File: src/rtl/cmp_ctrl_regs.sv
module cmp_ctrl_regs #(
  parameter int ADDR_W = 8,
  parameter bit WINDOW_EN = 1'b1,
  parameter logic [ADDR_W-1:0] OFFS_A = 'h0,
  parameter logic [ADDR_W-1:0] OFFS_B = 'h4
) (
  input  logic              clk,
  input  logic              rst_n,
  input  logic [ADDR_W-1:0] bus_addr,
  input  logic              bus_we,
  input  logic [31:0]       bus_wdata,
  output logic [31:0]       bus_rdata,
  input  logic              stat_a,
  input  logic              stat_b,
  output logic              a_en,
  output logic [3:0]        a_inm_sel,
  output logic [2:0]        a_inp_sel,
  output logic              a_win_route,
  output logic              a_win_out,
  output logic              a_pol,
  output logic [1:0]        a_hyst,
  output logic [1:0]        a_pwr,
  output logic [4:0]        a_blank,
  output logic              a_lock,
  output logic              b_en,
  output logic [3:0]        b_inm_sel,
  output logic [1:0]        b_inp_sel,
  output logic              b_win_route,
  output logic              b_win_out,
  output logic              b_pol,
  output logic [1:0]        b_hyst,
  output logic [1:0]        b_pwr,
  output logic [4:0]        b_blank,
  output logic              b_lock
);

  localparam logic [31:0] WIN_BITS = 32'h0000_4800;
  localparam logic [31:0] KEEP_A   = 32'h81FF_CFF1;
  localparam logic [31:0] KEEP_B   = 32'h81FF_CBF1;
  localparam logic [31:0] MASK_A   = WINDOW_EN ? KEEP_A : (KEEP_A & ~WIN_BITS);
  localparam logic [31:0] MASK_B   = WINDOW_EN ? KEEP_B : (KEEP_B & ~WIN_BITS);

  logic [31:0] reg_a_q, reg_b_q;
  logic        sel_a, sel_b, wr_a, wr_b;

  assign sel_a = (bus_addr == OFFS_A);
  assign sel_b = (bus_addr == OFFS_B);
  assign wr_a  = bus_we & sel_a & ~reg_a_q[31];
  assign wr_b  = bus_we & sel_b & ~reg_b_q[31];

  always_ff @(posedge clk or negedge rst_n) begin
    if (!rst_n) begin
      reg_a_q <= '0;
      reg_b_q <= '0;
    end else begin
      if (wr_a) reg_a_q <= bus_wdata & MASK_A;
      if (wr_b) reg_b_q <= bus_wdata & MASK_B;
    end
  end

  always_comb begin
    bus_rdata = '0;
    if (sel_a)      bus_rdata = reg_a_q | {1'b0, stat_a, 30'b0};
    else if (sel_b) bus_rdata = reg_b_q | {1'b0, stat_b, 30'b0};
  end

  assign a_lock      = reg_a_q[31];
  assign a_blank     = reg_a_q[24:20];
  assign a_pwr       = reg_a_q[19:18];
  assign a_hyst      = reg_a_q[17:16];
  assign a_pol       = reg_a_q[15];
  assign a_win_out   = reg_a_q[14];
  assign a_win_route = reg_a_q[11];
  assign a_inp_sel   = reg_a_q[10:8];
  assign a_inm_sel   = reg_a_q[7:4];
  assign a_en        = reg_a_q[0];

  assign b_lock      = reg_b_q[31];
  assign b_blank     = reg_b_q[24:20];
  assign b_pwr       = reg_b_q[19:18];
  assign b_hyst      = reg_b_q[17:16];
  assign b_pol       = reg_b_q[15];
  assign b_win_out   = reg_b_q[14];
  assign b_win_route = reg_b_q[11];
  assign b_inp_sel   = reg_b_q[9:8];
  assign b_inm_sel   = reg_b_q[7:4];
  assign b_en        = reg_b_q[0];

endmodule

File: config.mk
export PLATFORM = sky130hd
export DESIGN_NAME = cmp_ctrl_regs
export DESIGN_NICKNAME = d
export VERILOG_FILES = /design/src/rtl/cmp_ctrl_regs.sv
export SDC_FILE = /design/constraint.sdc
export NUM_CORES = 1
export LEC_CHECK = 0
export BUFFER_PORTS_ARGS = -buffer_cell sky130_fd_sc_hd__clkbuf_2
export CAP_MARGIN = 20
export CORE_MARGIN = 5
export CORE_UTILIZATION = 35
export CTS_CLUSTER_DIAMETER = 100
export CTS_CLUSTER_SIZE = 10
export DETAILED_ROUTE_END_ITERATION = 12
export PLACE_DENSITY = 0.76
export SLEW_MARGIN = 20
export SYNTH_ARGS = -nofsm -noshare
export SYNTH_HDL_FRONTEND = slang
export SYNTH_SLANG_ARGS = --single-unit
File: constraint.sdc
create_clock -name clk -period 1.5 [get_ports clk]
set_clock_uncertainty 0.05 [all_clocks]
set_input_delay 0 -clock clk [delete_from_list [all_inputs] [get_ports clk]]
set_output_delay 0 -clock clk [all_outputs]
set_load 0.05 [all_outputs]
Word-level counts from Yosys, hierarchy flattened

Index checks and enable logic that the tools add are counted.

Register bits: 41
Bits in latches: 0
RAM bits: 0
Bits in read-only memories: 0
Input port bits: 45
Output and inout bits: 73
Logic and storage cells: 14
Memories: 0

Add/subtract/negate cells: 0
$mul: 0
Div/mod/pow operators: 0
Order comparisons: 0
Equal/unequal tests: 1
Shifts and indexed selects: 0
Mux-type cells: 2
Bitwise logic cells: 8
Reductions and logical operators: 1

Operators with widths:

| cell                                                 | count |
|---|---|
| two-way mux 32 bit                                   | 2 |
| OR 32 x 31 -> 32 bit                                 | 2 |
| equality test 8 x 3 -> 1 bit (second input constant) | 1 |
| zero test 8 bit                                      | 1 |
| bitwise AND 1 bit                                    | 4 |
| NOT 1 bit                                            | 2 |

Longest topological paths before layout

Depth after elaboration: 3
Depth in mapped cells: 5
Depth with buffers taken out: 3

Worst setup path after synthesis

OpenSTA, ideal clock, no wires.

Path type: register -> output
From: register reg_a_q[10]
To: output port bus_rdata[10]
Data arrival time: 1.839 ns
Slack: -0.389 ns
Stages on the path, launching flop included: 2
Buffers on the path: 0
Cell sequence: dfrtp_1 > nor3b_1

Longest elaborated chain between the ends: 2

RTL lines:

| what                   | RTL line | source |
|---|---|---|
| from (decl)            | 43       | `logic [31:0] reg_a_q, reg_b_q;` |
| from (signal assigned) | 56       | `if (wr_a) reg_a_q <= bus_wdata & MASK_A;` |
| OR 32 x 31 -> 32 bit   | 63       | `if (sel_a) bus_rdata = reg_a_q \| {1'b0, stat_a, 30'b0};` |
| two-way mux 32 bit     | 63       |  |
| to (decl)              | 12       | `output logic [31:0] bus_rdata,` |

Every way passes these cells.

Worst setup path after layout

From: register reg_b_q[31]
To: register reg_b_q[6]

Longest elaborated chain between the ends: 2

RTL lines:

| what                   | RTL line | source |
|---|---|---|
| from (decl)            | 43       |  |
| from (signal assigned) | 57       | `if (wr_b) reg_b_q <= bus_wdata & MASK_B;` |
| NOT 1 bit              | 49       | `assign wr_b = bus_we & sel_b & ~reg_b_q[31];` |
| bitwise AND 1 bit      | 49       |  |

Every way passes these cells.
A chain may end at the register's enable or synchronous reset.

==> out/metrics.yaml <==
status: "completed"
fin_crit_ps: 1400
p_sw_uw: 761.6
synth.distinct_cells: 20
cp-end-kind: "flop"
hold_viol: 0
cts_max_level: 2
num_vias: 1612
cp_max_fo: 11
min_from: "bus_addr[1]"
row_count: 27
maxCapViolations: 0
n_antenna_cell: 0
drive_above_1_share: 0.5587
cp-start-kind: "flop"
rsz0062_at_grt: "no"
comb_power_share: 0.227
relSlewSlack: 0.6650
grt_pass1_vias: 1712
ys_ff_latch: 41
grt_pass1_wl_um: 8024
drtIter0Drc: 15
clk_pin_slew_worst_paths_ps: 80
p_int_uw: 1664
cts_tree: "done"
cts.repair.resized: 0
finalWorstSetupSlack_ps: 100.1
core_um2: 5540
clkLatencyLatePin_ps: 280
synth_warnings: 0
cts_root_buf: "clkbuf_8"
die_height_um: 85.94
postRouteWirelength_um: 4988
drc_errors: 0
dieWidth_um: 85.94
slew_violations: 0
startpoint: "reg_b_q[31]"
required_ps: 1620
io_pins: 118
cts.sinks: 41
clock_path_buffers: 2
leakage_uw: 0.001635
detail_route.wl_per_cell_um: 14.13
netlist_area_um2: 2018
dr.pass1.iters: 3
hp-class: "in2reg"
post-place-ws_ps: 82.45
grt_max_degree: 23
synth_area_leader_cell: "dfrtp_1"
place_area_um2: 2620
gr-total-overflow: 0
crit_arrival_ps: 1520
hpwl_um: 3788
synth_area_leaders: "dfrtp_1 (51%), mux2_2 (16%), mux2i_1 (10%)"
synth.avg_cell_area_um2: 13.19
fin_area_um2: 2953
power.density_nw_per_um2: 821.6
initial_core_util: 0.3643
synth-seq-area-share: 0.5084
track_usage: 0.1361
critPathKind: "reg2reg"
yosysTopAreaCellShare: 0.5084
place_congestion: 0.7634
antenna_found_initial: 0
swShare: 0.3139
reg2reg_from: "reg_b_q[31]"
clock.fmax_ghz: 0.7143
post-cts-setup-buffer-count: 0
worst_pin_slew_ps: 502.5
syn2layout_area_growth_pct: 46.31
period_share: 0.9333
setup_viol: 0
cts_made_buffers: 5
fillers: 490
die_area_um2: 7385
hold_depth: 4
seq_power_share: 0.495
vias_per_cell: 4.567
ff2ff_path_depth: 4
port_buffers: 96
antenna_left: 0
ir_drop_v: 0.0004926
layout.nets: 325
clkPwrFrac: 0.279
synthCells: 153
[cell families (layout without fill, tap and decap cells)]
group | count (synthesis) | in the layout | synth area share
mux | 60 | 60 | 0.3404
other cells | 1 | 10 | 0.001858
flops | 41 | 41 | 0.5084
compound gates | 2 | 2 | 0.007437
buf+inv | 19 | 138 | 0.06013
simple gates | 30 | 30 | 0.08184
[metal layers]
layer  track usage  vias to the layer above  wire length, um
met4       0.05468                        0               72
met1        0.1510                      775             1858
met3       0.03650                        9              446
li1              -                      764                -
met5             0                        -                0
met2        0.2446                       64             2611
[power by group through the flow]
stage	registers (uW)	clock network (uW)	logic (uW)
after floorplan	1400	0	185
after global placement	1220	0	495
after detailed placement	1220	0	504
after CTS	1200	713	556
after global routing	1210	744	583
final	1200	676	550
[through the flow]
step           total power [uW]    util  std cells  hold slack [ps]  setup TNS, ps
2_1_floorplan              1586       -        162           -345.6         -280.1
3_3_place_gp               1714  0.4729        320           -63.01              0
3_5_place_dp               1725  0.4729        320           -57.62              0
4_1_cts                    2469  0.5330        353            9.243              0
5_1_grt                    2534  0.5330        353            38.20              0
6_report                   2426  0.5330        353            20.52              0
[sequential cells by signal (all words and copies together) (netlist names)]
name,flops
reg_a_q,21
reg_b_q,20
[critical path: stages, from the launching register on]
cell and delay, ps:
dfrtp_2 430, nor2b_2 160, nand4_4 90, buf_4 230
mux2_4 320
[final timing paths]
| check | endpoint | slack (ps) |
|---|---|---|
| max reg2reg | reg_b_q[6] | 100 |
| max | reg_b_q[6] | 100 |
| min | reg_b_q[31] | 20 |
| max in group asynchronous | reg_a_q[7] | 570 |
| min in group asynchronous | reg_a_q[18] | 160 |
| min reg2reg | reg_a_q[18] | 480 |
[cell type report]
type	count	area (um^2)	area share
flip-flops and latches	41	1028	0.3483
repair buffers	129	835.8	0.2831
well taps	72	90.09	0.03051
multi-input cells	102	912.1	0.3089
clock inverters	2	10.01	0.003390
inverters	1	3.754	0.001271
clock buffers	6	72.57	0.02458
[what timing repair did]
action                                 in CTS  in global routing
setup endpoints to repair                   0                  0
hold buffers                               25                  0
endpoints found under the hold margin      60                  0
[Yosys cell counts]
library cell,n
o21bai_1,2
dfrtp_1,41
nand2_1,1
nor2b_1,1
nor2_1,22
nor3_2,1
buf_6,1
nor4_4,1
buf_1,1
inv_1,1
buf_2,4
mux2_2,29
mux2i_1,21
nand4_1,2
buf_4,10
mux2_4,10
conb_1,1
nor3b_1,1
nand4_4,1
clkbuf_1,2
[layout by cell type, fill, tap and decap left out]
cell	n
nand4_4	1
mux2_4	10
nor4_4	1
clkbuf_2	93
clkbuf_8	5
dfrtp_2	2
nor2_1	22
mux2i_1	21
buf_4	8
o21bai_1	2
clkbuf_1	1
mux2_2	29
nor2b_2	1
inv_1	1
nor3_2	1
nand2_1	1
conb_1	10
buf_12	3
dlygate4sd3_1	25
clkinv_2	2
nand4_1	2
nor3b_2	1
dfrtp_1	39
Note: power is estimated with default switching activity, not from simulation.
